==> src/rtl/qpc_pkg.sv <==
package qpc_pkg;

    typedef enum logic [1:0] {
        PH_00 = 2'b00,
        PH_01 = 2'b01,
        PH_10 = 2'b10,
        PH_11 = 2'b11
    } phase_t;

    localparam logic [3:0] MODE_X4  = 4'd4;
    localparam logic [3:0] MODE_PD  = 4'd5;
    localparam logic [3:0] MODE_X2B = 4'd7;

    localparam logic [2:0] CLR_NONE = 3'd0;
    localparam logic [2:0] CLR_CMPA = 3'd1;

    localparam int REG_CNT  = 0;
    localparam int REG_MODE = 1;
    localparam int REG_CTRL = 2;
    localparam int REG_CMP  = 3;
    localparam int REG_STAT = 4;
    localparam int REG_EN   = 5;

    localparam int CLR_LSB  = 5;
    localparam int DIR_BIT  = 7;

endpackage

==> src/rtl/qpc_sync.sv <==
module qpc_sync #(
    parameter int W      = 2,
    parameter int STAGES = 2
) (
    input  logic         clk,
    input  logic         rst_n,
    input  logic [W-1:0] d,
    output logic [W-1:0] q
);
    logic [W-1:0] stg [STAGES];

    always_ff @(posedge clk or negedge rst_n) begin
        if (!rst_n) begin
            for (int i = 0; i < STAGES; i++) stg[i] <= '0;
        end else begin
            stg[0] <= d;
            for (int i = 1; i < STAGES; i++) stg[i] <= stg[i-1];
        end
    end

    assign q = stg[STAGES-1];
endmodule

==> src/rtl/qpc_decode.sv <==
module qpc_decode
    import qpc_pkg::*;
(
    input  logic       clk,
    input  logic       rst_n,
    input  logic [1:0] ab,       // synchronised {A,B}
    input  logic [3:0] mode,
    output logic [1:0] prev_ab,
    output logic       step,
    output logic       step_up
);
    phase_t ph_q;
    phase_t ph_cur;
    phase_t ph_fwd;
    phase_t ph_rev;
    logic   ch_a, ch_b;

    assign ph_cur  = phase_t'(ab);
    assign prev_ab = ph_q;

    // state register: follows the sampled pair every cycle
    always_ff @(posedge clk or negedge rst_n) begin
        if (!rst_n) ph_q <= PH_00;
        else        ph_q <= ph_cur;
    end

    // neighbour states of the present state
    always_comb begin
        unique case (ph_q)
            PH_00: begin ph_fwd = PH_10; ph_rev = PH_01; end
            PH_10: begin ph_fwd = PH_11; ph_rev = PH_00; end
            PH_11: begin ph_fwd = PH_01; ph_rev = PH_10; end
            PH_01: begin ph_fwd = PH_00; ph_rev = PH_11; end
            default: begin ph_fwd = PH_00; ph_rev = PH_00; end
        endcase
    end

    // output process
    always_comb begin
        ch_a    = ab[1] ^ ph_q[1];
        ch_b    = ab[0] ^ ph_q[0];
        step    = 1'b0;
        step_up = 1'b0;
        if (!(ch_a && ch_b)) begin
            case (mode)
                MODE_X4: begin
                    step    = (ph_cur == ph_fwd) || (ph_cur == ph_rev);
                    step_up = (ph_cur == ph_fwd);
                end
                MODE_PD: begin
                    step    = ch_a && ab[1];
                    step_up = ab[0];
                end
                MODE_X2B: begin
                    step    = ch_b;
                    step_up = (ph_cur == ph_fwd);
                end
                default: begin
                    step    = 1'b0;
                    step_up = 1'b0;
                end
            endcase
        end
    end
endmodule

==> src/rtl/qpc_count.sv <==
module qpc_count
    import qpc_pkg::*;
#(
    parameter int CNT_W = 16
) (
    input  logic             clk,
    input  logic             rst_n,
    input  logic             en,
    input  logic             step,
    input  logic             up,
    input  logic [2:0]       clr_sel,
    input  logic [CNT_W-1:0] cmp,
    input  logic             wr,
    input  logic [CNT_W-1:0] wval,
    output logic [CNT_W-1:0] cnt,
    output logic             dir
);
    logic             clr_on;
    logic [CNT_W-1:0] cnt_d;

    assign clr_on = (clr_sel == CLR_CMPA);

    always_comb begin
        cnt_d = cnt;
        if (wr) begin
            cnt_d = wval;
        end else if (en && step) begin
            if (up) cnt_d = (clr_on && cnt == cmp) ? '0 : cnt + 1'b1;
            else    cnt_d = (clr_on && cnt == '0) ? cmp : cnt - 1'b1;
        end
    end

    always_ff @(posedge clk or negedge rst_n) begin
        if (!rst_n) begin
            cnt <= '0;
            dir <= 1'b0;
        end else begin
            cnt <= cnt_d;
            if (en && step) dir <= up;
        end
    end
endmodule

==> src/rtl/qpc_timer.sv <==
module qpc_timer
    import qpc_pkg::*;
#(
    parameter int CNT_W       = 16,
    parameter int DATA_W      = 32,
    parameter int ADDR_W      = 3,
    parameter int SYNC_STAGES = 2
) (
    input  logic              clk,
    input  logic              rst_n,
    input  logic              enc_a,
    input  logic              enc_b,
    input  logic              bus_we,
    input  logic [ADDR_W-1:0] bus_addr,
    input  logic [DATA_W-1:0] bus_wdata,
    output logic [DATA_W-1:0] bus_rdata
);
    logic [3:0]       mode_q;
    logic [2:0]       clr_q;
    logic [CNT_W-1:0] cmp_q;
    logic             en_q;
    logic [1:0]       ab_s;
    logic [1:0]       ab_prev;
    logic             step, step_up;
    logic [CNT_W-1:0] cnt_v;
    logic             dir_v;
    logic             cnt_wr;
    logic [CNT_W-1:0] cnt_wval;

    function automatic logic hit(input logic [ADDR_W-1:0] a, input int r);
        return bus_we && (a == ADDR_W'(r));
    endfunction

    assign cnt_wr   = hit(bus_addr, REG_CNT);
    assign cnt_wval = bus_wdata[CNT_W-1:0];

    always_ff @(posedge clk or negedge rst_n) begin
        if (!rst_n) begin
            mode_q <= MODE_X4;
            clr_q  <= CLR_CMPA;
            cmp_q  <= '1;
            en_q   <= 1'b0;
        end else begin
            if (hit(bus_addr, REG_MODE)) mode_q <= bus_wdata[3:0];
            if (hit(bus_addr, REG_CTRL)) clr_q  <= bus_wdata[CLR_LSB+2:CLR_LSB];
            if (hit(bus_addr, REG_CMP))  cmp_q  <= bus_wdata[CNT_W-1:0];
            if (hit(bus_addr, REG_EN))   en_q   <= bus_wdata[0];
        end
    end

    qpc_sync #(.W(2), .STAGES(SYNC_STAGES)) u_sync (
        .clk (clk),
        .rst_n(rst_n),
        .d   ({enc_a, enc_b}),
        .q   (ab_s)
    );

    qpc_decode u_dec (
        .clk    (clk),
        .rst_n  (rst_n),
        .ab     (ab_s),
        .mode   (mode_q),
        .prev_ab(ab_prev),
        .step   (step),
        .step_up(step_up)
    );

    qpc_count #(.CNT_W(CNT_W)) u_cnt (
        .clk    (clk),
        .rst_n  (rst_n),
        .en     (en_q),
        .step   (step),
        .up     (step_up),
        .clr_sel(clr_q),
        .cmp    (cmp_q),
        .wr     (cnt_wr),
        .wval   (cnt_wval),
        .cnt    (cnt_v),
        .dir    (dir_v)
    );

    always_comb begin
        bus_rdata = '0;
        case (int'(bus_addr))
            REG_CNT:  bus_rdata[CNT_W-1:0] = cnt_v;
            REG_MODE: bus_rdata[3:0] = mode_q;
            REG_CTRL: bus_rdata[CLR_LSB+2:CLR_LSB] = clr_q;
            REG_CMP:  bus_rdata[CNT_W-1:0] = cmp_q;
            REG_STAT: bus_rdata[DIR_BIT] = dir_v;
            REG_EN:   bus_rdata[0] = en_q;
            default:  bus_rdata = '0;
        endcase
    end
endmodule

==> config.mk <==
export PLATFORM = sky130hd
export DESIGN_NAME = qpc_timer
export DESIGN_NICKNAME = d
export VERILOG_FILES = /design/src/rtl/qpc_pkg.sv /design/src/rtl/qpc_sync.sv /design/src/rtl/qpc_decode.sv /design/src/rtl/qpc_count.sv /design/src/rtl/qpc_timer.sv
export SDC_FILE = /design/constraint.sdc
export NUM_CORES = 1
export LEC_CHECK = 0
export BUFFER_PORTS_ARGS = -buffer_cell sky130_fd_sc_hd__buf_2
export CORE_MARGIN = 2
export CORE_UTILIZATION = 56
export DETAILED_ROUTE_END_ITERATION = 6
export PLACE_DENSITY = 0.81
export SETUP_SLACK_MARGIN = 0.4
export SYNTH_ARGS = -nofsm -noshare
export SYNTH_HDL_FRONTEND = slang
export SYNTH_SLANG_ARGS = --single-unit
==> constraint.sdc <==
create_clock -name clk -period 2.41 [get_ports clk]
set_input_delay 0.482 -clock clk [delete_from_list [all_inputs] [get_ports clk]]
set_output_delay 0.482 -clock clk [all_outputs]
set_load 0.02 [all_outputs]
==> results.md <==
* Gate Count Post-Synth at 420
* RSZ-0062 raised after global routing: yes
* Minimum clock period at 2070 ps
* CTS tree: done
* Final hold violation count at 0
* Tot Pwr at 4.39 mW
* Slew Viols, Final at 0
* Clk Latency, worst-skew pair at 310 ps
* I/O Pins at 72
* Die W at 84.5 microns
* Status: finished clean
* Worst-path cell with the longest stage delay: dfrtp_2
* Flop2flop setup slack at 340 ps
* Clk buf depth at 2
* Reg2reg start: u_cnt.cnt[0]
* Pwr per Cell Area at 970 nW/um^2
* DR pass1 iterations at 5
* Total CTS buffers at 5
* Synth warn at 0
* Headroom to the max-slew limit at 58.9%
* Starting Density at 57.4%
* Number of DRC markers in iteration 0 at 460
* Most common cell after layout, fill and taps aside: buf_4
* Crit-path cells: inv_1 -> ha_1 -> nor3b_4 -> nand4_1 -> nor3_2 -> mux2_2 -> o211ai_1 -> a21oi_1
* # setup viols final at 0
* Antenna violations before repair at 0
* Clk root buf: clkbuf_8
* Distinct cells, synth at 50
* Crit path largest cell delay at 430 ps
* Worst Skew at 6.33 ps
* Final WL at 11,500 microns
* Most frequent cells in the layout: 59 x buf_4, 37 x buf_2, 32 x nor2_1
* Buf+Inv Stages, Crit Path at 1
* Synth Register Bits at 47
* First-pass GRT wire length at 16,900 microns
* Peak Freq at 0.483 GHz
* CP max FO at 4
* Critical path type: reg2reg
* Non-Filler Instances at 572
* GRT overflow at 0
* Worst r2r dst: u_cnt.cnt[2]
* Register area at 1210 sq um
* Placed cells at 539
* Clk sinks at 47
* Multi-input logic area at 2390 sq um
* FF-to-FF path depth at 8
* WL/cell at 20.1 microns
* Critical path required time at 2610 ps
* Largest net degree at the start of global routing at 48
* Crit-path leading delay family: simple AND/OR/NAND/NOR gates
* Leak at 1.85 nW
* Tcrit/Tclk final at 85.9%
* Fillers at 484
* Share of cells above drive strength 1 at 40.4%
* Avg Inst Size Synth at 8.63 sq um
* Hold buffer count at cts at 0
* Detail Route Antenna Nets at 0
* Area of the core at 6310 sq um
* Max capacitance violation total at 0
* Vias in the first global route at 3,356
* Die Y at 84.5 microns
* Core Rows at 29
* Hold crit path type: in2async
* Crit end category: flop
* Clock slew at reported path FFs at 100 ps
* RD Place Congestion at 0.970
* Slew @ Worst Pin at 616 ps
* All-Layer GR Usage at 29.8%
* Arr. time, crit path at 2270 ps
* Synth-to-layout area growth at 24.8%
* Post-synth EDFFs at 0
* H-tree lvl count at 2
* Final nets at 538
* Via density per instance at 6.41
* Worst VDD drop at 0.000524 V
* Post-Syn Area at 3630 sq um
* Sequential fraction of the synthesis area at 33.1%
* IO buf count at 39
* Die area at 7130 sq um
* Ys async rst share at 100%
* Vias at 3,664
* Synth Flop Type: dfrtp_1
* Final HPWL DP at 7610 microns
* Final setup TNS at 0 ps
* Antenna fix cells at 0
* # DRC at 0
* Setup crit start kind: flop
[state kept, by name (all words and copies together), names as in the netlist]
register,flops
clr_q,3
cmp_q,16
en_q,1
mode_q,4
u_cnt.cnt,16
u_cnt.dir,1
u_dec.prev_ab,2
u_sync.q,2
u_sync.stg,2
[worst register-to-register path, cell delays in order, from the launching register on]
cell,delay [ps]
dfrtp_2,430
inv_1,100
ha_1,160
nor3b_4,220
nand4_1,230
nor3_2,190
mux2_2,350
o211ai_1,190
a21oi_1,90
[how the worst max path moves through the flow]
stage	slack, ps	from	cells past startpoint	end
floorplan	380	u_cnt.cnt[0]	9	u_cnt.cnt[2]
global placement	110	mode_q[1]	6	u_cnt.cnt[10]
detailed placement	40	mode_q[1]	6	u_cnt.cnt[12]
CTS	390	u_cnt.cnt[11]	6	u_cnt.cnt[10]
global route	230	u_cnt.cnt[0]	8	u_cnt.cnt[10]
finish	340	u_cnt.cnt[0]	8	u_cnt.cnt[2]
[synth_stat cells, drive strengths merged (4+ instances only)]
cell type | instances | share of area, %
ha | 4 | 1.4
a21oi | 15 | 2.1
nand4 | 9 | 1.6
nor2b | 4 | 0.69
buf | 28 | 5.1
nor2 | 35 | 3.6
mux2i | 4 | 1.1
a22oi | 17 | 3.5
nor3b | 4 | 0.83
nand3 | 17 | 2.3
o21ai | 12 | 1.7
inv | 9 | 0.93
nand2 | 32 | 3.3
dfrtp | 29 | 20
o22ai | 13 | 2.2
clkbuf | 20 | 2.1
and3 | 5 | 0.86
nor4 | 9 | 2.4
o211ai | 10 | 2.1
nor3 | 15 | 2.1
xor2 | 9 | 2.2
mux2 | 27 | 8.4
xnor2 | 33 | 8.0
dfstp | 18 | 13
a31oi | 14 | 2.4
[per-layer routing]
metal  wire, microns  vias up  global-route usage (%)
li1                -     1640                       -
met1            4560     1759                    39.3
met2            5580      227                    49.8
met3             953       38                    4.42
met4             380        0                    11.1
met5               0        -                       0
[cell type report]
type                            instances  area share (%)
Inverter                                9           0.746
Multi-Input combinational cell        331            52.9
Clock inverter                          2           0.857
Sequential cell                        47            26.8
Tap cell                               77            2.13
Timing Repair Buffer                  100            14.8
Clock buffer                            6            1.82
[where the power goes]
part / internal [mW] / leakage (nW) / switching, mW
Combinational: 1.09 / 1.27 / 1.23
Sequential: 1.07 / 0.520 / 0.364
Clock: 0.342 / 0.0618 / 0.296
Total: 2.50 / 1.85 / 1.89
[metrics by stage]
stage	hold WS [ps]	area, sq um	worst slack (ps)	util [%]
after detailed placement	335	3990	37.5	63.2
final	256	4530	339	71.7
after global placement	336	3990	112	63.2
after global routing	255	4530	234	71.7
after CTS	267	4220	386	66.8
after floorplan	186	3690	379	-
[logic make-up after synthesis]
| family | synth area share [%] |
|---|---|
| buffers and inverters | 8.11 |
| AOI/OAI and AO/OA | 17.7 |
| adders and majority gates | 1.38 |
| other | 0.103 |
| and+or+nand+nor | 20.0 |
| DFF | 33.1 |
| xor gates and xnor gates | 10.1 |
| muxes | 9.49 |
[repair_timing]
item | in CTS | in global routing
buffers inserted | 5 | 19
endpoints found under the setup margin | 18 | 22
pin swaps | 2 | 13
resized for setup | 22 | 38
cloned | 0 | 1
endpoints found under the hold margin | 0 | 0
No activity file was read; power rests on OpenSTA's default activity.
